## src/rtl/spread_clk_pkg.sv

```systemverilog
package spread_clk_pkg;

  localparam int CTRL_W = 8;
  localparam int DIV_W  = 3;
  localparam int CNT_W  = 1 << DIV_W;
  localparam int SHORT_W = 8;
  localparam int LONG_W  = 12;

  // Field order matches the decoded bit positions of the control word.
  typedef struct packed {
    logic             route;
    logic             invert;
    logic             long_seq;
    logic             enable;
    logic             bypass;
    logic [DIV_W-1:0] div;
  } ctrl_t;

  // Configuration that only changes on a step.
  typedef struct packed {
    logic             bypass;
    logic             long_seq;
    logic [DIV_W-1:0] div;
  } act_cfg_t;

  // Low-bit mask that must be all ones for a step at divide code d.
  function automatic logic [CNT_W-1:0] period_mask(input logic [DIV_W-1:0] d);
    logic [CNT_W-1:0] m;
    m = '0;
    for (int i = 0; i < CNT_W; i++) begin
      if (i <= int'(d)) m[i] = 1'b1;
    end
    return m;
  endfunction

  // Feedback tap mask per register width (maximal-length polynomials).
  function automatic logic [LONG_W-1:0] tap_mask(input int width);
    logic [LONG_W-1:0] t;
    t = '0;
    if (width == SHORT_W) begin
      t[7] = 1'b1; t[5] = 1'b1; t[4] = 1'b1; t[3] = 1'b1;
    end else if (width == LONG_W) begin
      t[11] = 1'b1; t[5] = 1'b1; t[3] = 1'b1; t[0] = 1'b1;
    end
    return t;
  endfunction

  function automatic logic feedback(input logic [LONG_W-1:0] state,
                                    input logic [LONG_W-1:0] taps);
    return ^(state & taps);
  endfunction

endpackage

```

## src/rtl/spread_prescaler.sv

```systemverilog
module spread_prescaler
  import spread_clk_pkg::*;
(
  input  logic     clk_i,
  input  logic     rst_ni,
  input  ctrl_t    ctrl_i,
  output logic     step_o,
  output act_cfg_t act_o
);

  logic [CNT_W-1:0] cnt_q;
  act_cfg_t         act_q;
  logic [CNT_W-1:0] mask_w;
  logic             period_done_w;

  assign mask_w        = period_mask(act_q.div);
  assign period_done_w = ((cnt_q & mask_w) == mask_w);
  assign step_o        = act_q.bypass | period_done_w;
  assign act_o         = act_q;

  always_ff @(posedge clk_i or negedge rst_ni) begin
    if (!rst_ni) begin
      cnt_q <= '0;
    end else begin
      cnt_q <= cnt_q + 1'b1;
    end
  end

  // Active configuration is loaded only when a step fires.
  always_ff @(posedge clk_i or negedge rst_ni) begin
    if (!rst_ni) begin
      act_q <= '0;
    end else if (step_o) begin
      act_q.bypass   <= ctrl_i.bypass;
      act_q.long_seq <= ctrl_i.long_seq;
      act_q.div      <= ctrl_i.div;
    end
  end

  a_r2_no_back_to_back: assert property (@(posedge clk_i) disable iff (!rst_ni)
    (step_o && !act_q.bypass) |=> (!step_o || act_q.bypass));

  a_r2_step_on_odd_count: assert property (@(posedge clk_i) disable iff (!rst_ni)
    (step_o && !act_q.bypass) |-> cnt_q[0]);

  a_r4_cfg_only_on_step: assert property (@(posedge clk_i) disable iff (!rst_ni)
    !step_o |=> $stable(act_q));

endmodule

```

## src/rtl/spread_lfsr.sv

```systemverilog
module spread_lfsr
  import spread_clk_pkg::*;
#(
  parameter int W = SHORT_W
) (
  input  logic         clk_i,
  input  logic         rst_ni,
  input  logic         en_i,
  input  logic         step_i,
  output logic         msb_o,
  output logic [W-1:0] state_o
);

  localparam logic [LONG_W-1:0] TAPS = tap_mask(W);
  localparam logic [W-1:0]      SEED = '1;

  logic [W-1:0]      state_q;
  logic [LONG_W-1:0] wide_w;
  logic              fb_w;

  generate
    if (W < LONG_W) begin : g_pad
      assign wide_w = {{(LONG_W-W){1'b0}}, state_q};
    end else begin : g_full
      assign wide_w = state_q[LONG_W-1:0];
    end
  endgenerate

  assign fb_w    = feedback(wide_w, TAPS);
  assign msb_o   = state_q[W-1];
  assign state_o = state_q;

  always_ff @(posedge clk_i or negedge rst_ni) begin
    if (!rst_ni) begin
      state_q <= SEED;
    end else if (!en_i) begin
      state_q <= SEED;
    end else if (step_i) begin
      state_q <= {state_q[W-2:0], fb_w};
    end
  end

  a_r5_seed_while_off: assert property (@(posedge clk_i) disable iff (!rst_ni)
    !en_i |=> (state_q == SEED));

  a_r6_hold_between_steps: assert property (@(posedge clk_i) disable iff (!rst_ni)
    (en_i && !step_i) |=> $stable(state_q));

  a_r6_never_zero: assert property (@(posedge clk_i) disable iff (!rst_ni)
    state_q != '0);

endmodule

```

## src/rtl/spread_out_stage.sv

```systemverilog
module spread_out_stage
  import spread_clk_pkg::*;
(
  input  logic  clk_i,
  input  logic  rst_ni,
  input  ctrl_t ctrl_i,
  input  logic  gen_bit_i,
  input  logic  alt_i,
  output logic  pin_o
);

  logic pin_q;
  logic pin_d;

  assign pin_d = ctrl_i.route ? (gen_bit_i ^ ctrl_i.invert) : alt_i;
  assign pin_o = pin_q;

  always_ff @(posedge clk_i or negedge rst_ni) begin
    if (!rst_ni) begin
      pin_q <= 1'b0;
    end else begin
      pin_q <= pin_d;
    end
  end

  a_r10_alt_passthrough: assert property (@(posedge clk_i) disable iff (!rst_ni)
    !ctrl_i.route |=> (pin_q == $past(alt_i)));

  a_r9_idle_shows_invert: assert property (@(posedge clk_i) disable iff (!rst_ni)
    (ctrl_i.route && !ctrl_i.enable) |=> (pin_q == $past(ctrl_i.invert)));

endmodule

```

## src/rtl/spread_clk_gen.sv

```systemverilog
module spread_clk_gen
  import spread_clk_pkg::*;
(
  input  logic              clk_i,
  input  logic              rst_ni,
  input  logic [CTRL_W-1:0] ctrl_i,
  input  logic              alt_out_i,
  output logic              pin_o
);

  ctrl_t              ctrl_w;
  act_cfg_t           act_w;
  logic               step_w;
  logic               msb_short_w;
  logic               msb_long_w;
  logic               gen_bit_w;
  logic [SHORT_W-1:0] short_state_w;
  logic [LONG_W-1:0]  long_state_w;

  assign ctrl_w = ctrl_t'(ctrl_i);

  spread_prescaler u_presc (
    .clk_i  (clk_i),
    .rst_ni (rst_ni),
    .ctrl_i (ctrl_w),
    .step_o (step_w),
    .act_o  (act_w)
  );

  spread_lfsr #(.W(SHORT_W)) u_seq_short (
    .clk_i   (clk_i),
    .rst_ni  (rst_ni),
    .en_i    (ctrl_w.enable),
    .step_i  (step_w),
    .msb_o   (msb_short_w),
    .state_o (short_state_w)
  );

  spread_lfsr #(.W(LONG_W)) u_seq_long (
    .clk_i   (clk_i),
    .rst_ni  (rst_ni),
    .en_i    (ctrl_w.enable),
    .step_i  (step_w),
    .msb_o   (msb_long_w),
    .state_o (long_state_w)
  );

  // Generated bit: forced low when disabled, length chosen by active cfg.
  assign gen_bit_w = ctrl_w.enable &
                     (act_w.long_seq ? msb_long_w : msb_short_w);

  spread_out_stage u_out (
    .clk_i     (clk_i),
    .rst_ni    (rst_ni),
    .ctrl_i    (ctrl_w),
    .gen_bit_i (gen_bit_w),
    .alt_i     (alt_out_i),
    .pin_o     (pin_o)
  );

  a_r8_msb_tracks_state: assert property (@(posedge clk_i) disable iff (!rst_ni)
    (msb_short_w == short_state_w[SHORT_W-1]) && (msb_long_w == long_state_w[LONG_W-1]));

  a_r5_off_means_low: assert property (@(posedge clk_i) disable iff (!rst_ni)
    (ctrl_w.route && !ctrl_w.enable && !ctrl_w.invert) |=> !pin_o);

endmodule

```

## config.mk

```make
export PLATFORM = sky130hd
export DESIGN_NAME = spread_clk_gen
export DESIGN_NICKNAME = d
export VERILOG_FILES = /design/src/rtl/spread_clk_pkg.sv /design/src/rtl/spread_prescaler.sv /design/src/rtl/spread_lfsr.sv /design/src/rtl/spread_out_stage.sv /design/src/rtl/spread_clk_gen.sv
export SDC_FILE = /design/constraint.sdc
export NUM_CORES = 1
export LEC_CHECK = 0
export BUFFER_PORTS_ARGS = -buffer_cell sky130_fd_sc_hd__buf_2
export CAP_MARGIN = 10
export CORE_MARGIN = 4
export CORE_UTILIZATION = 45
export CTS_CLUSTER_DIAMETER = 150
export CTS_CLUSTER_SIZE = 24
export DETAILED_ROUTE_END_ITERATION = 10
export HOLD_SLACK_MARGIN = 0.1
export PLACE_DENSITY_LB_ADDON = 0.3
export REMOVE_ABC_BUFFERS = 1
export SYNTH_ARGS = -nofsm -noshare
export SYNTH_HDL_FRONTEND = slang
export SYNTH_SLANG_ARGS = --single-unit
```

## constraint.sdc

```tcl
create_clock -name clk_i -period 4.87 [get_ports clk_i]
set_clock_uncertainty 0.1 [all_clocks]
set_input_delay 0.2435 -clock clk_i [delete_from_list [all_inputs] [get_ports clk_i]]
set_output_delay 0.2435 -clock clk_i [all_outputs]
set_load 0.03 [all_outputs]
```

==> impl_metrics.py, run 1 <==
metrics = {
    "status": {
        "outcome": "complete, no violations",
    },
    "yosys": {
        "synth_warnings": 0,
        "synth_largest_area_cell": "dfstp_2",
        "synthDistinctLibCells": 24,
        "synth_cells": 147,
        "synth-main-ff-cell": "dfstp_2",
        "synth.cell_area_mm2": 0.00154,
        "yosysTopAreaCellShare": 0.341,
        "synth.area.top_cells": "dfstp_2 (34%), dfrtp_1 (23%), nand3_1 (13%)",
        "synth_common_cells": "nand3_1 (39), o21ai_0 (21), dfstp_2 (20)",
        "async_reset_ff_frac": 1.00,
        "syn_avg_cell_area_um2": 10.5,
        "synth_edf_count": 0,
        "ys_ff_latch": 34,
        "yosysMostFrequentCell": "nand3_1",
        "yosysSeqAreaShare": 0.569,
    },
    "sta": {
        "grt_setup_unrepaired": "false",
        "finalMaxSlewViolations": 0,
        "tightest_slew_ps": 726,
        "hold_viol_final": 0,
        "setup_viol": 0,
        "fin_crit_ps": 2260,
        "relSlewSlack": 0.516,
        "fmax_mhz": 443,
        "setup-tns-final_ps": 0,
        "period_share": 0.464,
        "timing.hold.ws_ps": 167,
    },
    "setup_path": {
        "slowest_delay_ps": 650,
        "worst_path_max_delay_cell": "o311a_1",
        "r2r_slack_ps": 2610,
        "cp.arrival_ps": 2380,
        "crit_buf_inv": 0,
        "worst_setup_path_start_kind": "flip-flop",
        "critical_path_depth": 5,
        "cp_data_required_time_ps": 4990,
        "crit_chain": "nand2b_1 -> a21boi_0 -> o311a_1 -> nor2_1 -> mux2_2",
        "r2r-start": "u_presc.cnt_q[7]",
        "reg2reg_depth": 5,
        "path_delay_family": "compound AO/OA/AOI/OAI gates",
        "crit_type": "reg2reg",
        "r2r-end": "u_presc.act_o[3]",
        "crit_fanout": 22,
        "endpoint_kind": "flip-flop",
    },
    "floorplan": {
        "num_rows": 20,
        "dieArea_mm2": 0.00442,
        "die_x_um": 66.5,
        "dieHeight_um": 66.5,
        "io_pins": 12,
        "start_util": 0.488,
        "core-area_mm2": 0.00315,
    },
    "run": {
        "cap_violations": 0,
    },
    "detailed_routing": {
        "dr_total_vias": 1151,
        "ant_nets": 0,
        "via_per_inst": 5.48,
        "drcViolationCount": 0,
        "drt-initial-drc-count": 96,
        "wl_um": 3040,
        "firstDrtPassIters": 4,
        "wl_per_cell_um": 14.5,
    },
    "min_path": {
        "hold_end": "u_seq_long.state_o[10]",
        "hold_depth": 2,
        "min_path_type": "in2reg",
        "hold_start": "ctrl_i[4]",
    },
    "power": {
        "power.density_mw_per_mm2": 537,
        "switching_share": 0.375,
        "peakVddDrop_uv": 186,
        "power.share.clock": 0.154,
        "comb_power_share": 0.379,
        "finalPower_mw": 0.952,
        "intPower_mw": 0.595,
        "seqPwrFrac": 0.466,
        "power.leakage_nw": 0.695,
        "power.switching_mw": 0.357,
    },
    "placement": {
        "numPortBuffers": 11,
        "dp_hpwl_um": 1850,
        "place_congestion": 0.745,
        "placed_cell_area_mm2": 0.00162,
    },
    "final_layout": {
        "fin_nets": 177,
        "fin_area_mm2": 0.00177,
        "drive_above_1_share": 0.277,
        "area_growth_pct": 15.2,
        "diodes": 0,
    },
    "grt": {
        "grt_util_met3": 0.0590,
        "grtUsageMet2": 0.249,
        "grt_overflow": 0,
        "gr-usage-met1": 0.208,
        "antenna_found_initial": 0,
        "grt_util_all_layers": 0.163,
        "top_usage_layer": "met2",
        "grt_pass1_vias": 1174,
        "grt_pass1_wl_um": 5400,
        "grt_max_degree": 35,
    },
    "clocking": {
        "cts.repair.resized": 0,
        "clock_sinks": 34,
        "cts_tree": "yes",
        "clkTransAtPathRegs_ps": 110,
        "htreeDepth": 2,
        "numCtsBuffers": 5,
        "root_buffer": "clkbuf_4",
        "clk_latency_ps": 340,
        "cts_buffer_depth": 2,
    },
}
## per-layer routing
layer	part of all wire	wire length [um]
met5	0	0
met4	0.017	52
met3	0.049	149
met2	0.47	1420
met1	0.46	1410
## state kept, by name, indices dropped and copies added, names as in the netlist
register and flops:
u_presc.cnt_q 8, u_out.pin_o 1, u_seq_long.state_o 12, u_seq_short.state_o 8
u_presc.act_o 5
## cells in the final DEF (no fill, tap or decap), types with 3 or more instances in the layout
cell and instances:
dlygate4sd3_1 8, o21ai_0 20, xnor2_1 7, clkbuf_4 5, nor2_1 3, buf_2 11, dfrtp_1 14, dfstp_2 20
nand3_1 39, mux2_2 5, xor2_1 5, a21boi_0 3
## repair_timing
action	CTS	global route
setup buffers	0	0
setup endpoints to repair	0	0
hold buffers	8	0
endpoints found under the hold margin	20	0
## final cells by class
class | count | area, um2
fill | 289 | 1380
sequential | 34 | 876
multi-input combinational | 101 | 626
timing repair buffer | 21 | 158
tap | 44 | 55.1
clock buffer | 6 | 41.3
clock inverter | 2 | 10.0
inverter | 2 | 7.51
## per-stage QoR
stage / cells / setup slack, ps / utilization
6_report: 210 / 2610 / 0.562
3_5_place_dp: 192 / 2560 / 0.513
5_1_grt: 210 / 2400 / 0.562
4_1_cts: 208 / 2530 / 0.555
2_1_floorplan: 137 / 2570 / -
3_3_place_gp: 192 / 2700 / 0.513
## cells by family after synthesis
kind of cell | after synthesis | synth area share
buf+inv | 12 | 0.0293
flops | 34 | 0.569
xor+xnor | 12 | 0.0683
simple gates | 53 | 0.177
compound gates | 30 | 0.111
mux | 5 | 0.0366
fa+ha+maj | 1 | 0.00813
## power groups by stage
stage / clock network [mW] / registers (mW) / logic, mW
floorplan: 0 / 0.433 / 0.253
global placement: 0 / 0.444 / 0.319
detailed placement: 0 / 0.447 / 0.333
CTS: 0.154 / 0.444 / 0.341
global route: 0.166 / 0.455 / 0.405
finish: 0.147 / 0.444 / 0.361
## how the worst max path moves through the flow
stage	start	end	slack, ps
floorplan	u_presc.act_o[1]	u_seq_short.state_o[0]	2570
global placement	u_presc.act_o[1]	u_seq_long.state_o[1]	2700
detailed placement	u_presc.cnt_q[2]	u_seq_short.state_o[0]	2560
CTS	u_presc.cnt_q[2]	u_seq_short.state_o[0]	2530
global route	u_presc.cnt_q[7]	u_presc.act_o[3]	2400
finish	u_presc.cnt_q[7]	u_presc.act_o[3]	2610
Note: power is estimated with default switching activity, not from simulation.
==> run 2, diff against run 1 <==
Clock period 4.87 ns to 2.35 ns, I/O delays scaled along.
==> run 2 against run 1 <==
Against the previous run: via count increased by 0.43%; setup slack got worse by 2200 ps; die area unchanged; power increased by 110%; clock power increased by 130%; global-route usage decreased by 1.1 points; first-iteration DRC count decreased by 41%; flip-flop and latch count unchanged.
==> impl_metrics.py, run 2 (synthesis results as in run 1) <==
metrics = {
    "clocking": {
        "cts_buffer_depth": 2,
        "root_buffer": "clkbuf_4",
        "postCtsHoldBufs": 9,
        "htreeDepth": 2,
        "clk_latency_ps": 340,
        "numCtsBuffers": 5,
        "clock_sinks": 34,
        "post_cts_buffers": 0,
        "cts_tree": "yes",
        "clkTransAtPathRegs_ps": 110,
        "cts.repair.resized": 0,
    },
    "power": {
        "power.density_mw_per_mm2": 1120,
        "switching_share": 0.364,
        "finalPower_mw": 2.01,
        "power.switching_mw": 0.732,
        "power.leakage_nw": 0.709,
        "comb_power_share": 0.376,
        "seqPwrFrac": 0.455,
        "power.share.clock": 0.169,
        "peakVddDrop_uv": 414,
        "intPower_mw": 1.28,
    },
    "detailed_routing": {
        "firstDrtPassIters": 4,
        "wl_per_cell_um": 13.5,
        "via_per_inst": 5.43,
        "drt-initial-drc-count": 57,
        "dr_total_vias": 1156,
        "drcViolationCount": 0,
        "wl_um": 2880,
        "ant_nets": 0,
    },
    "grt": {
        "grt_util_all_layers": 0.153,
        "antenna_found_initial": 0,
        "grtUsageMet2": 0.228,
        "grt_overflow": 0,
        "grt_pass1_vias": 1141,
        "grt_util_met3": 0.0405,
        "top_usage_layer": "met2",
        "gr-usage-met1": 0.205,
        "grt_max_degree": 35,
        "grt_pass1_wl_um": 5170,
    },
    "floorplan": {
        "start_util": 0.488,
        "num_rows": 20,
        "die_x_um": 66.5,
        "dieHeight_um": 66.5,
        "io_pins": 12,
        "dieArea_mm2": 0.00442,
        "core-area_mm2": 0.00315,
    },
    "sta": {
        "finalMaxSlewViolations": 0,
        "setup-tns-final_ps": 0,
        "hold_viol_final": 0,
        "grt_setup_unrepaired": "false",
        "period_share": 0.826,
        "relSlewSlack": 0.525,
        "setup_viol": 0,
        "finalWorstSetupSlack_ps": 410,
        "fin_crit_ps": 1940,
        "tightest_slew_ps": 713,
        "fmax_mhz": 515,
    },
    "setup_path": {
        "crit_type": "reg2reg",
        "r2r_slack_ps": 410,
        "cp.arrival_ps": 2120,
        "worst_setup_path_start_kind": "flip-flop",
        "cp_data_required_time_ps": 2530,
        "endpoint_kind": "flip-flop",
        "crit_fanout": 21,
    },
    "run": {
        "cap_violations": 0,
    },
    "final_layout": {
        "drive_above_1_share": 0.284,
        "fin_nets": 180,
        "area_growth_pct": 16.9,
        "largest_reg_flops": 12,
        "layout_common_cells": "nand3_1 (39), o21ai_0 (20), dfstp_2 (20), dfrtp_1 (14), buf_2 (11)",
        "diodes": 0,
        "final_common_cell": "nand3_1",
    },
    "status": {
        "outcome": "complete, no violations",
    },
    "min_path": {
        "min_path_type": "in2async",
    },
    "placement": {
        "dp_slack_ps": 445,
        "place_congestion": 0.803,
        "numPortBuffers": 11,
        "dp_hpwl_um": 1810,
    },
}
==> run 2: cell count changes in the layout (fill, tap and decap cells not counted), sizes merged <==
cell	change
buf	+2
clkbuf	+1
clkinv	-1
dlygate4sd3	+1
==> run 2: path summary, 6_finish.rpt <==
path | cells past startpoint | from | to
setup reg to reg | 6 | u_presc.act_o[1] | u_seq_long.state_o[0]
hold reg to reg | 1 | u_presc.cnt_q[7] | u_presc.cnt_q[7]
max in group asynchronous | 2 | rst_ni | u_presc.act_o[4]
setup / recovery | 6 | u_presc.act_o[1] | u_seq_long.state_o[0]
hold / removal | 2 | rst_ni | u_out.pin_o
min in group clk_i | 1 | u_presc.cnt_q[7] | u_presc.cnt_q[7]
==> run 2: power groups by stage <==
| stage | logic [mW] | clock network (mW) | registers, mW |
|---|---|---|---|
| after floorplan | 0.524 | 0 | 0.898 |
| after global placement | 0.713 | 0 | 0.918 |
| after detailed placement | 0.738 | 0 | 0.923 |
| after CTS | 0.756 | 0.353 | 0.914 |
| after global routing | 0.853 | 0.381 | 0.940 |
| final | 0.755 | 0.339 | 0.915 |
==> run 2: cell type report <==
class	instances	area (um2)
fillers	283	1350
inverters	2	7.51
clock inverters	1	5.00
clock buffers	7	55.1
well taps	44	55.1
flip-flops and latches	34	876
multi-input cells	101	626
repair buffers	24	175
==> run 2: critical path, stage by stage, from the launching register on <==
cell,delay (ps)
dfrtp_1,430
nand2b_1,80
a21boi_0,120
o311a_1,370
buf_4,200
or4_1,480
nand3_1,100
==> run 2: layer usage <==
| metal | wire length (um) | part of all wire | vias up |
|---|---|---|---|
| met5 | 0 | 0 | - |
| met4 | 51 | 0.018 | 0 |
| met3 | 108 | 0.038 | 5 |
| met2 | 1260 | 0.44 | 23 |
| met1 | 1460 | 0.51 | 555 |
| li1 | - | - | 573 |
==> run 2: metrics by stage <==
step           utilization  cells  cell area, um2  hold slack (ps)
2_1_floorplan            -    137            1500             -278
5_1_grt              0.571    213            1800              326
3_3_place_gp         0.523    196            1650              104
4_1_cts              0.571    213            1800              277
3_5_place_dp         0.523    196            1650              116
6_report             0.571    213            1800              254
